[src/rtl/txfr_pkg.sv]
package txfr_pkg;
  localparam int WORD_W = 32;
  localparam int LEN_W  = $clog2(WORD_W + 1);

  typedef struct packed {
    logic             fsSet;
    logic             fsClr;
    logic             loadWord;
    logic             shiftBit;
    logic             clearData;
    logic [LEN_W-1:0] loadLen;
  } txStrobe_t;

  function automatic logic [LEN_W-1:0] wordBits(input logic [2:0] code);
    case (code)
      3'd0:    wordBits = LEN_W'(8);
      3'd1:    wordBits = LEN_W'(12);
      3'd2:    wordBits = LEN_W'(16);
      3'd3:    wordBits = LEN_W'(20);
      3'd4:    wordBits = LEN_W'(24);
      default: wordBits = LEN_W'(32);
    endcase
  endfunction
endpackage

[src/rtl/txfr_ctrl.sv]
module txfr_ctrl
  import txfr_pkg::*;
#(
  parameter int FL_W = 7
) (
  input  logic            clk,
  input  logic            rstN,
  input  logic            driveEdge,
  input  logic            inValid,
  input  logic            dualPhase,
  input  logic [FL_W-1:0] frameLen1,
  input  logic [FL_W-1:0] frameLen2,
  input  logic [2:0]      wordLen1,
  input  logic [2:0]      wordLen2,
  input  logic [1:0]      dataDelay,
  output txStrobe_t       strobe,
  output logic            inReady
);
  typedef enum logic [1:0] {ST_IDLE, ST_DELAY, ST_DATA} state_t;

  state_t           state, stateNx;
  logic             phase2, phase2Nx;
  logic [FL_W-1:0]  wordsLeft, wordsNx;
  logic [LEN_W-1:0] bitsLeft, bitsNx;
  logic [1:0]       delayLeft, delayNx;
  logic [LEN_W-1:0] len1, len2;
  logic [1:0]       effDelay;
  logic             frameDone, startFrame;

  assign len1       = wordBits(wordLen1);
  assign len2       = wordBits(wordLen2);
  assign effDelay   = (dataDelay == 2'd3) ? 2'd2 : dataDelay;
  assign frameDone  = (state == ST_DATA) && (bitsLeft == '0) && (wordsLeft == '0)
                      && (phase2 || !dualPhase);
  assign startFrame = driveEdge && inValid && ((state == ST_IDLE) || frameDone);

  always_comb begin
    strobe    = '0;
    stateNx   = state;
    phase2Nx  = phase2;
    wordsNx   = wordsLeft;
    bitsNx    = bitsLeft;
    delayNx   = delayLeft;
    if (driveEdge) begin
      strobe.fsClr = 1'b1;
      if (startFrame) begin
        strobe.fsSet = 1'b1;
        phase2Nx     = 1'b0;
        wordsNx      = frameLen1;
        if (effDelay == 2'd0) begin
          strobe.loadWord = 1'b1;
          strobe.loadLen  = len1;
          stateNx         = ST_DATA;
        end else begin
          strobe.clearData = 1'b1;
          delayNx          = effDelay - 2'd1;
          stateNx          = ST_DELAY;
        end
      end else begin
        case (state)
          ST_DELAY: begin
            if (delayLeft == 2'd0) begin
              strobe.loadWord = 1'b1;
              strobe.loadLen  = len1;
              stateNx         = ST_DATA;
            end else begin
              delayNx = delayLeft - 2'd1;
            end
          end
          ST_DATA: begin
            if (bitsLeft != '0) begin
              strobe.shiftBit = 1'b1;
              bitsNx          = bitsLeft - LEN_W'(1);
            end else if (wordsLeft != '0) begin
              strobe.loadWord = 1'b1;
              strobe.loadLen  = phase2 ? len2 : len1;
              wordsNx         = wordsLeft - FL_W'(1);
            end else if (!phase2 && dualPhase) begin
              strobe.loadWord = 1'b1;
              strobe.loadLen  = len2;
              phase2Nx        = 1'b1;
              wordsNx         = frameLen2;
            end else begin
              strobe.clearData = 1'b1;
              stateNx          = ST_IDLE;
            end
          end
          default: strobe.clearData = 1'b1;
        endcase
      end
      if (strobe.loadWord) bitsNx = strobe.loadLen - LEN_W'(1);
    end
  end

  assign inReady = strobe.loadWord;

  always_ff @(posedge clk) begin
    if (!rstN) begin
      state     <= ST_IDLE;
      phase2    <= 1'b0;
      wordsLeft <= '0;
      bitsLeft  <= '0;
      delayLeft <= '0;
    end else begin
      state     <= stateNx;
      phase2    <= phase2Nx;
      wordsLeft <= wordsNx;
      bitsLeft  <= bitsNx;
      delayLeft <= delayNx;
    end
  end

  AST_WORD_MIN_BITS: assert property (@(posedge clk) disable iff (!rstN)
    strobe.loadWord |=> bitsLeft >= LEN_W'(7));
  AST_PHASE2_ONLY_DUAL: assert property (@(posedge clk) disable iff (!rstN)
    phase2 |-> dualPhase);
  AST_READY_ON_EDGE: assert property (@(posedge clk) disable iff (!rstN)
    inReady |-> driveEdge && (state != ST_IDLE || inValid));
endmodule

[src/rtl/txfr_datapath.sv]
module txfr_datapath
  import txfr_pkg::*;
(
  input  logic              clk,
  input  logic              rstN,
  input  txStrobe_t         strobe,
  input  logic [WORD_W-1:0] inData,
  input  logic              inValid,
  output logic              txBit,
  output logic              fsActive,
  output logic              underrun
);
  localparam logic [LEN_W-1:0] WORD_W_L = LEN_W'(WORD_W);

  logic [WORD_W-1:0] shReg, lastWord, wordSrc, aligned;
  logic [LEN_W-1:0]  shiftAmt;

  assign wordSrc  = inValid ? inData : lastWord;
  assign shiftAmt = WORD_W_L - strobe.loadLen;
  assign aligned  = wordSrc << shiftAmt;

  always_ff @(posedge clk) begin
    if (!rstN) begin
      shReg    <= '0;
      lastWord <= '0;
      txBit    <= 1'b0;
      fsActive <= 1'b0;
      underrun <= 1'b0;
    end else begin
      if (strobe.loadWord) begin
        txBit    <= aligned[WORD_W-1];
        shReg    <= aligned << 1;
        lastWord <= wordSrc;
        if (!inValid) underrun <= 1'b1;
      end else if (strobe.shiftBit) begin
        txBit <= shReg[WORD_W-1];
        shReg <= shReg << 1;
      end else if (strobe.clearData) begin
        txBit <= 1'b0;
      end
      if (strobe.fsSet)      fsActive <= 1'b1;
      else if (strobe.fsClr) fsActive <= 1'b0;
    end
  end

  AST_UNDERRUN_STICKY: assert property (@(posedge clk) disable iff (!rstN)
    underrun |=> underrun);
  AST_UNDERRUN_CAUSE: assert property (@(posedge clk) disable iff (!rstN)
    $rose(underrun) |-> !$past(inValid));
endmodule

[src/rtl/txfr_top.sv]
module txfr_top
  import txfr_pkg::*;
#(
  parameter int FL_W = 7
) (
  input  logic              clk,
  input  logic              rstN,
  input  logic              serClk,
  input  logic              dualPhase,
  input  logic [FL_W-1:0]   frameLen1,
  input  logic [FL_W-1:0]   frameLen2,
  input  logic [2:0]        wordLen1,
  input  logic [2:0]        wordLen2,
  input  logic              clkPolarity,
  input  logic              fsPolarity,
  input  logic [1:0]        dataDelay,
  input  logic [WORD_W-1:0] inData,
  input  logic              inValid,
  output logic              inReady,
  output logic              txData,
  output logic              txFrameSync,
  output logic              underrun
);
  logic      serQ, serQ2, driveEdge, fsActive;
  txStrobe_t strobe;

  always_ff @(posedge clk) begin
    serQ  <= serClk;
    serQ2 <= serQ;
  end

  assign driveEdge   = clkPolarity ? (serQ2 & ~serQ) : (serQ & ~serQ2);
  assign txFrameSync = fsActive ^ fsPolarity;

  txfr_ctrl #(.FL_W(FL_W)) ctrl_i (
    .clk(clk), .rstN(rstN), .driveEdge(driveEdge), .inValid(inValid),
    .dualPhase(dualPhase), .frameLen1(frameLen1), .frameLen2(frameLen2),
    .wordLen1(wordLen1), .wordLen2(wordLen2), .dataDelay(dataDelay),
    .strobe(strobe), .inReady(inReady)
  );

  txfr_datapath dp_i (
    .clk(clk), .rstN(rstN), .strobe(strobe), .inData(inData), .inValid(inValid),
    .txBit(txData), .fsActive(fsActive), .underrun(underrun)
  );

  AST_HOLD_OFF_EDGE: assert property (@(posedge clk) disable iff (!rstN)
    !$past(driveEdge) |-> $stable(txData) && $stable(fsActive));
endmodule

[config.mk]
export PLATFORM = sky130hd
export DESIGN_NAME = txfr_top
export DESIGN_NICKNAME = d
export VERILOG_FILES = /design/src/rtl/txfr_pkg.sv /design/src/rtl/txfr_ctrl.sv /design/src/rtl/txfr_datapath.sv /design/src/rtl/txfr_top.sv
export SDC_FILE = /design/constraint.sdc
export NUM_CORES = 1
export LEC_CHECK = 0
export BUFFER_PORTS_ARGS = -buffer_cell sky130_fd_sc_hd__buf_2
export CORE_AREA = 5 5 124 126
export CTS_BUF_LIST = sky130_fd_sc_hd__clkbuf_4 sky130_fd_sc_hd__clkbuf_8
export CTS_CLUSTER_DIAMETER = 50
export CTS_CLUSTER_SIZE = 12
export DETAILED_ROUTE_END_ITERATION = 8
export DIE_AREA = 0 0 129 131
export PLACE_DENSITY = 0.65
export SLEW_MARGIN = 0
export SYNTH_ARGS = -nofsm -noshare
export SYNTH_HDL_FRONTEND = slang
export SYNTH_SLANG_ARGS = --single-unit
[constraint.sdc]
create_clock -name clk -period 5.1 [get_ports clk]
set_clock_uncertainty 0.2 [all_clocks]
set_input_delay 0.765 -clock clk [delete_from_list [all_inputs] [get_ports clk]]
set_output_delay 0.765 -clock clk [all_outputs]
set_load 0.005 [all_outputs]
-- Word-level counts from Yosys, hierarchy flattened
Index checks and enable logic that the tools add are counted.
- bits in registers: 86
- word-level logic and storage cells: 143
- add/sub/neg operators: 6
- equality and inequality tests: 20
- shift operators: 1
- mux-type cells: 63
- bitwise logic cells: 6
- reductions and logical operators: 35
- operators by type and width (kind ; count):
    $mux 32 ; 3
    $pmux 6 s5 ; 2
    $mux 7 ; 8
    $mux 6 ; 9
    $shl 32x6->32 ; 1
    $mux 1 ; 25
    $mux 2 ; 11
    $reduce_bool 2->1 ; 7
    $eq 3x2->1 const B ; 4
    $pmux 6 s2 ; 1
    $reduce_and 4->1 ; 3
    $sub 6x1->6 const B ; 2
    $mux 11 ; 1
    $ne 3x2->1 const B ; 3
    $reduce_bool 3->1 ; 3
    $logic_not 7->1 ; 1
    $reduce_bool 7->1 ; 1
    $sub 7x1->7 const B ; 1
    $eq 3x1->1 const B ; 2
    $eq 3x3->1 const B ; 2
    $logic_and 1x1->1 ; 6
    $logic_not 2->1 ; 3
    $logic_not 3->1 ; 2
    $logic_not 6->1 ; 1
    other kinds (18) ; 29

-- Depth between registers and ports, before layout
Gate-level depths: netlist of run 1.
- depth after elaboration: 12
- gate-level depth with buffers: 18

-- Modules after synthesis
From an unflattened synthesis of run 1, not the netlist that was laid out.
- cells, all modules: 849
- area total of the unflattened synthesis: 6725.2 µm²
- modules (own cells, without submodules) (module ; times used ; cells an instance ; area an instance (µm²)):
    txfr_datapath ; 1 ; 630 ; 5076.1
    txfr_ctrl ; 1 ; 213 ; 1577.8
    txfr_top ; 1 ; 6 ; 71.3

-- Least setup slack after synthesis of run 1
No wires, ideal clock.
- kind: input to register
- start point: in clkPolarity
- end point: reg dp_i.shReg[30]
- setup time: 0.075 ns
- arrival: 3.612 ns
- data required time: 4.825 ns
- slack: 1.213 ns
- stages on the path: 13
- path through: and3b_1 > a21oi_1 > or3_1 > nor3b_2 > a31oi_2 > buf_6 > buf_4 > buf_4 > ha_1 > clkbuf_1 > clkbuf_1 > mux2_2 > o22ai_1
- longest elaborated chain between the ends: 9
- elaborated cells on any way between the ends: 13
- those cells by class: add/sub: 1; shift: 1; mux: 8; reduce/logical: 3
- ends and longest elaborated chain (what ; RTL line ; RTL):
    from (decl) ; txfr_top.sv:14 ; input logic clkPolarity,
    $mux 1 * ; txfr_top.sv:32 ; assign driveEdge = clkPolarity ? (serQ2 & ~serQ) : (serQ & ~serQ2);
    $logic_and 1x1->1 (2 in series) ; txfr_ctrl.sv:35 ; assign startFrame = driveEdge && inValid && ((state == ST_IDLE) || frameDone);
    $mux 7 ; txfr_ctrl.sv:46 ; if (startFrame) begin
    $mux 7 ; txfr_ctrl.sv:44 ; if (driveEdge) begin
    $mux 11 * ; txfr_ctrl.sv:44 ;
    $sub 6x6->6 ; txfr_datapath.sv:19 ; assign shiftAmt = WORD_W_L - strobe.loadLen;
    $shl 32x6->32 ; txfr_datapath.sv:20 ; assign aligned = wordSrc << shiftAmt;
    $mux 32 ; txfr_datapath.sv:30 ; if (strobe.loadWord) begin
    to (signal assigned) ; txfr_datapath.sv:32 ; shReg <= aligned << 1;
    to (signal assigned) ; txfr_datapath.sv:37 ; shReg <= shReg << 1;
    to (decl) ; txfr_datapath.sv:15 ; logic [WORD_W-1:0] shReg, lastWord, wordSrc, aligned;
Mark *: on every way between the ends. The rest lies on a longest branch, timed or not. The select of a mux whose other input is x is not followed.
A chain may end at the register's enable or synchronous reset.

-- Worst setup path in the final report of run 1
- start point: reg ctrl_i.wordsLeft[0]
- end point: out inReady
- longest elaborated chain between the ends: 8
- elaborated cells on any way between the ends: 12
- those cells by class: mux: 6; reduce/logical: 6
- ends and longest elaborated chain (what ; RTL line ; RTL):
    from (decl) ; txfr_ctrl.sv:23 ; logic [FL_W-1:0] wordsLeft, wordsNx;
    from (signal assigned) ; txfr_ctrl.sv:107 ; wordsLeft <= wordsNx;
    branches (longest 5 deep; another with $reduce_bool 7->1) ; - ;
    $mux 1 * ; txfr_ctrl.sv:46 ;
    $mux 1 * ; txfr_ctrl.sv:44 ;
    $mux 11 * ; txfr_ctrl.sv:44 ;
    to (decl) ; txfr_top.sv:19 ; output logic inReady,
Mark *: on every way between the ends. The select of a mux whose other input is x is not followed.

==> results of run 1 <==
worst reg2reg max path, cell delays in order (launching register included):
cell	delay, ns
dfxtp_1	0.36
inv_1	0.07
ha_1	0.18
nor4b_2	0.45
and3_1	0.42
a31oi_4	0.23
nor3b_2	0.34
a31oi_4	0.06
ha_1	0.32
xor2_2	0.63
buf_4	0.27
mux2i_1	0.23
o21a_1	0.14
o22ai_1	0.07
per-stage QoR:
stage                     std cells  cell area, um2  hold WS, ns  worst slack (ns)
after floorplan                 647            5510        0.160              1.21
after global placement          860            5930        0.170              1.10
after detailed placement        860            5930        0.182             0.957
after CTS                       876            6150        0.196             0.899
after global routing            876            6150        0.206             0.614
final                           876            6150        0.197             0.909
state kept, by name (all words and copies together), names as in the netlist:
signal	count
serQ	1
ctrl_i.wordsLeft	7
ctrl_i.delayLeft	2
ctrl_i.state	2
dp_i.fsActive	1
dp_i.shReg	31
dp_i.txBit	1
ctrl_i.bitsLeft	6
dp_i.lastWord	32
dp_i.underrun	1
serQ2	1
ctrl_i.phase2	1
layer usage:
metal	track usage	share of wire	routed length [um]	vias to the layer above
li1	-	-	-	2469
met3	0.0268	0.065	1030	23
met1	0.263	0.45	7190	2472
met5	0	0	0	-
met2	0.297	0.46	7310	200
met4	0.0686	0.019	304	0
cell families (layout without fill, tap and decap cells):
kind of cell             Yosys count  after routing  synth area share
AO/OA/AOI/OAI                    185            185             0.232
XOR/XNOR                           5              5            0.0107
adder cells (fa/ha/maj)            6              6            0.0136
buffers and inverters             58            103            0.0493
flip-flops                        86             86             0.312
multiplexers                      67             67             0.175
AND/OR/NAND/NOR                  240            240             0.206
worst min path at each step:
stage                 end  slack, ns
floorplan           serQ2       0.16
detailed placement  serQ2       0.18
finish              serQ2       0.20
CTS                 serQ2       0.20
global placement    serQ2       0.17
global route        serQ2       0.21
cell usage in the layout, fill, tap and decap left out, types with 12 or more instances in the layout:
master / instances
nand2_1: 98
dfxtp_1: 86
buf_2: 64
a21oi_1: 59
nor2_1: 56
mux2i_1: 38
o21ai_0: 24
mux4_2: 23
nand3_1: 16
buf_4: 13
o21a_1: 12
report_power, final:
group	switching (mW)	internal, mW
sequential	0.0147	0.688
clock	0.274	0.259
combinational	0.164	0.113
total	0.453	1.06
area by class of cell:
cell class | instances | area share
repair buffers | 77 | 0.0679
inverters | 10 | 0.00610
multi-input cells | 503 | 0.573
well taps | 184 | 0.0374
flip-flops and latches | 86 | 0.280
clock buffers | 11 | 0.0246
clock inverters | 5 | 0.0108
==> summary.md, run 1 <==
| Metric | Value |
|---|---|
| DRT Wirelength | 15800 um |
| RSZ-0062 raised after global routing | false |
| Cell taking the most area after synthesis | dfxtp_1 |
| Syn nets | 714 |
| Number of global-route vias before repair | 5025 |
| Root Driver | clkbuf_8 |
| Worst Reg-to-Reg Cells | 13 |
| Worst path depth | 11 |
| Placeable Area | 14200 um2 |
| Top post-synthesis cells by area | dfxtp_1 (31%), mux4_2 (9.4%), mux2i_1 (6.9%), nand2_1 (6.7%), a21oi_1 (5.4%) |
| Number of diodes | 0 |
| Initial antenna violation count | 0 |
| Worst path max stage delay | 0.45 ns |
| Yosys top cell area share | 0.312 |
| Startpoint class of the critical path | flop |
| Setup violators final | 0 |
| First-pass GRT wire length | 25700 um |
| Worst path cell trace | inv_1 -> ha_1 -> nor4b_2 -> and3_1 -> a31oi_4 -> or3_1 -> nand2_1 -> nand2_1 -> buf_4 -> inv_2 -> buf_2 |
| Gate count of the mapped netlist | 647 |
| Critical path capture point | inReady |
| WL/cell | 18.1 um |
| Worst path arrival time | 3.23 ns |
| Status | finished clean |
| Clock sink count | 86 |
| Avg Inst Size Synth | 8.52 um2 |
| Die height | 131 um |
| # DRC | 0 |
| Rel. slew slack | 0.417 |
| Area delta synth->final | 11.6% |
| Port Buffers | 64 |
| Fmax | 0.239 GHz |
| Post-synthesis sequential area ratio | 0.312 |
| Post-route antenna net violation count | 0 |
| Crit end category | primary output |
| CP most frequent cell | nand2_1 |
| FF-to-FF setup slack | 1.03 ns |
| Hold Fails Final Rpt | 0 |
| Synth Flop Type | dfxtp_1 |
| Post-synth EDFFs | 0 |
| Total global routing overflow | 0 |
| CTS Hold Bufs | 0 |
| Worst R2R Start | ctrl_i.wordsLeft[0] |
| Clock Latency Late Sink | 0.37 ns |
| Final worst path period share | 0.822 |
| Dpl hpwl | 11500 um |
| Setup bufs post-CTS | 0 |
| Nets | 754 |
| Fill count | 1408 |
| Final GP Congestion | 0.910 |
| Slew Viols, Final | 0 |
| Initial Util | 0.388 |
| WS Path Type | flop to primary output |
| Largest net degree at the start of global routing | 46 |
| Setup TNS | 0 ns |
| Family with the most delay on the worst path | simple AND/OR/NAND/NOR gates |
| Depth of the CTS H-tree | 3 |
| Register area | 1720 um2 |
| I/O pins | 65 |
| Synthesis-stage register bit count | 86 |
| Ys Warns | 0 |
| Global-route usage over all layers | 0.188 |
| Die X | 129 um |
| Fin crit period | 4.19 ns |
| Hold Path Class | flop to flop |
| Async S/R FF share, synth | 0 |
| CP required | 4.14 ns |
| CP bufs+invs | 4 |
| Area of the multi-input gates | 3530 um2 |
| Slowest library cell on the worst path | nor4b_2 |
| Count of different cell masters after synthesis | 75 |
| CTS tree | yes |
| Core Util, Final | 0.433 |
| Initial detailed-routing violation count | 419 |
| Most frequent cell after synthesis | nand2_1 |
| Cell Area, Synth | 5510 um2 |
| Worst reg2reg endpoint | dp_i.shReg[17] |
| First-pass DRT Iterations | 6 |
| Crit. Startpoint | ctrl_i.wordsLeft[0] |
| VDD IR max | 0.0963 mV |
| Routed vias/inst | 5.89 |
| Least-Margin Pin Slew | 0.870 ns |
| PostCTS Resize Cnt | 0 |
| Layout cells sized above 1 | 0.211 |
| Num CTS Buffers | 9 |
| List of most frequent post-synthesis cells | nand2_1 (98), dfxtp_1 (86), a21oi_1 (59) |
| Hold Path Cell Cnt | 0 |
| Hold wc startpoint | serQ |
| Clk slew on worst S/H paths | 0.09 ns |
| Max-Cap Viols | 0 |
| Critical path fanouts, max | 18 |
| LEAKAGE | 2.42 nW |
| Power Density | 246 nW/um2 |
| Row cnt | 44 |
| Routed via count | 5164 |
| Die Area | 16900 um2 |
| Total power | 1.51 mW |
| Clock Path Buffers | 2 |
Note: power is estimated with default switching activity, not from simulation.
==> inputs of run 2 (changes only) <==
--- a/config.mk
+++ b/config.mk
@@ -12,7 +12,7 @@
 export CTS_CLUSTER_SIZE = 12
 export DETAILED_ROUTE_END_ITERATION = 8
 export DIE_AREA = 0 0 129 131
-export PLACE_DENSITY = 0.65
+export PLACE_DENSITY = 0.68
 export SLEW_MARGIN = 0
 export SYNTH_ARGS = -nofsm -noshare
 export SYNTH_HDL_FRONTEND = slang
==> constraint.sdc (replaced) <==
create_clock -name clk -period 3.4 [get_ports clk]
set_clock_uncertainty 0.2 [all_clocks]
set_input_delay 0.51 -clock clk [delete_from_list [all_inputs] [get_ports clk]]
set_output_delay 0.51 -clock clk [all_outputs]
set_load 0.005 [all_outputs]
==> summary.md, run 2 (synthesis gave the netlist of run 1 again) <==
| Metric | Value |
|---|---|
| Status | finished with violations |
| Failing checks | setup timing |
| Max-Cap Viols | 0 |
| CP required | 3.46 ns |
| Depth of the CTS H-tree | 3 |
| Global-route usage over all layers | 0.186 |
| Biggest register | dp_i.lastWord |
| WS Path Type | flop to flop |
| Post-route antenna net violation count | 0 |
| Clk pwr share | 0.335 |
| Rel. slew slack | 0.585 |
| Port Buffers | 64 |
| Startpoint class of the critical path | flop |
| Critical path fanouts, max | 5 |
| Initial detailed-routing violation count | 345 |
| Comb power frac | 0.223 |
| Clock Path Buffers | 2 |
| Layout cells sized above 1 | 0.329 |
| Row cnt | 44 |
| Commonest non-fill, non-tap cell in the layout | nand2_1 |
| DP Worst Slack | -0.0442 ns |
| Setup violators final | 6 |
| Crit end category | flop |
| Switching Share | 0.297 |
| Register area | 1720 um2 |
| Slew Viols, Final | 0 |
| Initial antenna violation count | 0 |
| Die Area | 16900 um2 |
| Fmax | 0.287 GHz |
| RSZ-0062 raised after global routing | true |
| Worst path arrival time | 3.54 ns |
| Biggest regs | dp_i.lastWord: 32 flops, dp_i.shReg: 31 flops, ctrl_i.wordsLeft: 7 flops |
| First-pass GRT wire length | 25300 um |
| Hold Path Class | input port to flop |
| Power Density | 336 nW/um2 |
| Hold Fails Final Rpt | 0 |
| Internal Power | 1.67 mW |
| Dpl hpwl | 11600 um |
| Least-Margin Pin Slew | 0.605 ns |
| Final worst path period share | 1.02 |
| Clock Latency Late Sink | 0.38 ns |
| VDD IR max | 0.233 mV |
| Final GP Congestion | 0.967 |
| Number of diodes | 0 |
| Num CTS Buffers | 9 |
| Die height | 131 um |
| Placeable Area | 14200 um2 |
| Routed via count | 5439 |
| I/O pins | 65 |
| LEAKAGE | 2.92 nW |
| Root Driver | clkbuf_8 |
| WL/cell | 17.0 um |
| Setup TNS | -0.184 ns |
| Setup ws final | -0.0790 ns |
| Initial Util | 0.388 |
| Net switching power | 0.707 mW |
| Area delta synth->final | 28.4% |
| Routed vias/inst | 5.70 |
| Clock sink count | 86 |
| Die X | 129 um |
| CTS tree | yes |
| Area of the multi-input gates | 3710 um2 |
| Number of global-route vias before repair | 4869 |
| Fill count | 1331 |
| Largest net degree at the start of global routing | 37 |
| Nets | 832 |
| Fin crit period | 3.48 ns |
| Total global routing overflow | 0 |
| Largest register FFs | 32 |
| Clk slew on worst S/H paths | 0.09 ns |
| Most frequent cells in the layout | nand2_1 (97), dfxtp_1 (84), buf_4 (70) |
| First-pass DRT Iterations | 7 |
| # DRC | 0 |
| CTS Hold Bufs | 0 |
| DRT Wirelength | 16200 um |
| Reg power frac | 0.442 |
## run 2: changes by cell type in the layout (fill, tap and decap cells not counted), moves of 4 or more
cell     change
buf_4       +57
buf_6       +11
a21oi_2      +4
mux2i_1      -4
a21oi_1      -4
buf_12       +7
## run 2: power groups by stage
stage | registers (mW) | clock network, mW | logic [mW]
global route | 1.05 | 0.848 | 0.572
floorplan | 1.07 | 0 | 0.301
finish | 1.05 | 0.797 | 0.530
detailed placement | 1.07 | 0 | 0.490
CTS | 1.05 | 0.809 | 0.497
global placement | 1.07 | 0 | 0.490
## run 2: critical path, stage by stage (launching register included)
cell and delay, ns:
dfxtp_2 0.33, inv_2 0.06, ha_4 0.13, or4b_4 0.48
o21ai_4 0.18, mux2i_1 0.25, o21ai_2 0.11, a31oi_4 0.20
buf_6 0.14, clkbuf_16 0.13, buf_6 0.10, mux4_2 0.51
and3_1 0.21, o41ai_2 0.22, a221oi_1 0.11
## run 2: worst paths after layout
path	to	from	cells past startpoint	slack (ns)
max	dp_i.txBit	ctrl_i.wordsLeft[1]	14	-0.08
min	serQ	serClk	1	0.04
max reg2reg	dp_i.txBit	ctrl_i.wordsLeft[1]	14	-0.08
min reg2reg	serQ2	serQ	0	0.20
## run 2: routing by layer
layer  vias up  routed length, um  track usage  part of all wire
met3        39               1070       0.0264             0.066
met5         -                  0            0                 0
met2       204               7230        0.280              0.45
met1      2569               7440        0.271              0.46
li1       2627                  -            -                 -
met4         0                455       0.0661             0.028
## run 2: through the flow
step / hold slack [ns] / instance area [um2] / power (mW) / std cells / utilization
after floorplan: 0.160 / 5610 / 1.37 / 647 / -
after global placement: 0.170 / 6470 / 1.56 / 914 / 0.456
after detailed placement: 0.180 / 6470 / 1.56 / 914 / 0.456
after CTS: 0.0284 / 6740 / 2.36 / 935 / 0.475
after global routing: 0.0294 / 7070 / 2.47 / 954 / 0.498
final: 0.0385 / 7070 / 2.38 / 954 / 0.498
## run 2: cell type report
type                    instances  area share
clock buffers                  11      0.0214
well taps                     184      0.0325
repair buffers                155       0.163
clock inverters                 5     0.00902
inverters                      10     0.00531
multi-input cells             503       0.525
flip-flops and latches         86       0.244
## run 2: repair_timing
| action | in CTS | in global routing |
|---|---|---|
| pin swaps | 0 | 14 |
| gates cloned | 0 | 1 |
| gates resized for setup | 4 | 38 |
| setup buffers | 5 | 18 |
| setup endpoints to repair | 3 | 34 |
| endpoints found under the hold margin | 0 | 0 |
==> inputs of run 3 (changes only) <==
--- a/config.mk
+++ b/config.mk
@@ -12,7 +12,9 @@
 export CTS_CLUSTER_SIZE = 12
 export DETAILED_ROUTE_END_ITERATION = 8
 export DIE_AREA = 0 0 129 131
+export GPL_ROUTABILITY_DRIVEN = 0
 export PLACE_DENSITY = 0.68
+export SKIP_LAST_GASP = 1
 export SLEW_MARGIN = 0
 export SYNTH_ARGS = -nofsm -noshare
 export SYNTH_HDL_FRONTEND = slang
==> summary.md, run 3 (synthesis gave the netlist of run 1 again) <==
| Metric | Value |
|---|---|
| Status | finished with violations |
| Failing checks | setup timing |
| CP bufs+invs | 5 |
| Dpl hpwl | 11600 um |
| Layout cells sized above 1 | 0.334 |
| Nets | 838 |
| Clock sink count | 86 |
| Clock Latency Late Sink | 0.37 ns |
| Root Driver | clkbuf_8 |
| Setup TNS | -0.127 ns |
| Slew Viols, Final | 0 |
| Family with the most delay on the worst path | compound AO/OA/AOI/OAI gates |
| DP Worst Slack | -0.0205 ns |
| WL/cell | 16.8 um |
| Hold Fails Final Rpt | 0 |
| Global-route usage over all layers | 0.185 |
| Row cnt | 44 |
| DR WL met3 | 964 um |
| First-pass DRT Iterations | 5 |
| Startpoint class of the critical path | flop |
| Biggest regs | dp_i.lastWord: 32 flops, dp_i.shReg: 31 flops, ctrl_i.wordsLeft: 7 flops |
| Total global routing overflow | 0 |
| Initial antenna violation count | 0 |
| Largest net degree at the start of global routing | 37 |
| VDD IR max | 0.211 mV |
| WS Path Type | flop to flop |
| Initial Util | 0.388 |
| Die Area | 16900 um2 |
| Depth of the CTS H-tree | 3 |
| WL met2 | 7420 um |
| # DRC | 0 |
| Met1 Wirelength | 7460 um |
| Most frequent cells in the layout | nand2_1 (96), dfxtp_1 (84), buf_4 (79) |
| Fill count | 1361 |
| Largest register FFs | 32 |
| Hold Path Class | input port to flop |
| Die X | 129 um |
| LEAKAGE | 2.90 nW |
| CP required | 3.45 ns |
| Initial detailed-routing violation count | 401 |
| Port Buffers | 64 |
| Routed via count | 5420 |
| Num CTS Buffers | 9 |
| Post-route antenna net violation count | 0 |
| Biggest register | dp_i.lastWord |
| Crit end category | flop |
| Least-Margin Pin Slew | 0.527 ns |
| Worst path cell trace | inv_2 -> ha_4 -> or4b_4 -> o21ai_4 -> buf_4 -> mux2i_1 -> o21ai_1 -> a32oi_1 -> buf_4 -> ha_4 -> xor2_4 -> buf_12 -> buf_4 -> mux2i_1 -> o21a_1 -> o22ai_1 |
| Die height | 131 um |
| Number of global-route vias before repair | 4932 |
| Critical path fanouts, max | 12 |
| DRT Wirelength | 16200 um |
| Placeable Area | 14200 um2 |
| Fmax | 0.291 GHz |
| Fin crit period | 3.44 ns |
| RSZ-0062 raised after global routing | true |
| Worst path arrival time | 3.49 ns |
| CTS tree | yes |
| Final worst path period share | 1.01 |
| Clock Path Buffers | 2 |
| Final Cell Area | 7080 um2 |
| Core Util, Final | 0.498 |
| Number of diodes | 0 |
| First-pass GRT wire length | 25200 um |
| Rel. slew slack | 0.639 |
| I/O pins | 65 |
| Worst path max stage delay | 0.47 ns |
| Area delta synth->final | 28.5% |
| Highest routed layer | met4 |
| Max-Cap Viols | 0 |
| Commonest non-fill, non-tap cell in the layout | nand2_1 |
| Clk slew on worst S/H paths | 0.10 ns |
| Slowest library cell on the worst path | or4b_4 |
| Setup violators final | 6 |
| Power Density | 322 nW/um2 |
| CP most frequent cell | buf_4 |
| Placed Area | 6460 um2 |
| Routed vias/inst | 5.65 |
| Setup ws final | -0.0351 ns |
## run 3: where the power goes
| group | switching [mW] | internal [mW] |
|---|---|---|
| Sequential | 0.0182 | 1.03 |
| Combinational | 0.279 | 0.251 |
| Clock | 0.426 | 0.274 |
| Total | 0.723 | 1.56 |
## run 3: worst paths after layout
| kind | startpoint | end | slack (ns) | depth (start not counted) |
|---|---|---|---|---|
| worst max-delay path | ctrl_i.wordsLeft[1] | dp_i.shReg[18] | -0.04 | 16 |
| worst min-delay path | serClk | serQ | 0.03 | 1 |
| worst max register to register | ctrl_i.wordsLeft[1] | dp_i.shReg[18] | -0.04 | 16 |
| worst min register to register | serQ | serQ2 | 0.20 | 0 |
## run 3: cell type report
type / instances / area [um2] / area share
clock inverter: 7 / 57.6 / 0.00813
tap: 184 / 230 / 0.0325
clock buffer: 9 / 124 / 0.0175
timing repair buffer: 161 / 1190 / 0.168
sequential: 86 / 1720 / 0.244
inverter: 10 / 37.5 / 0.00530
multi-input combinational: 503 / 3710 / 0.524
## run 3: what timing repair did
action                                  4_1_cts  5_1_grt
hold buffers                                  0        0
setup buffers                                 4       27
resized for setup                             4       35
pin swaps                                     0       14
endpoints found under the setup margin        2       32
gates cloned                                  0        1
## run 3: metal layers
metal / vias up / GRT usage
met2: 201 / 0.284
met5: - / 0
met4: 0 / 0.0494
li1: 2646 / -
met1: 2549 / 0.272
met3: 24 / 0.0268
## run 3: through the flow
| stage | hold slack (ns) | total power, mW | cells |
|---|---|---|---|
| final | 0.0334 | 2.28 | 960 |
| after global placement | 0.170 | 1.56 | 912 |
| after global routing | 0.0227 | 2.38 | 960 |
| after floorplan | 0.160 | 1.37 | 647 |
| after CTS | 0.0225 | 2.26 | 932 |
| after detailed placement | 0.181 | 1.57 | 912 |
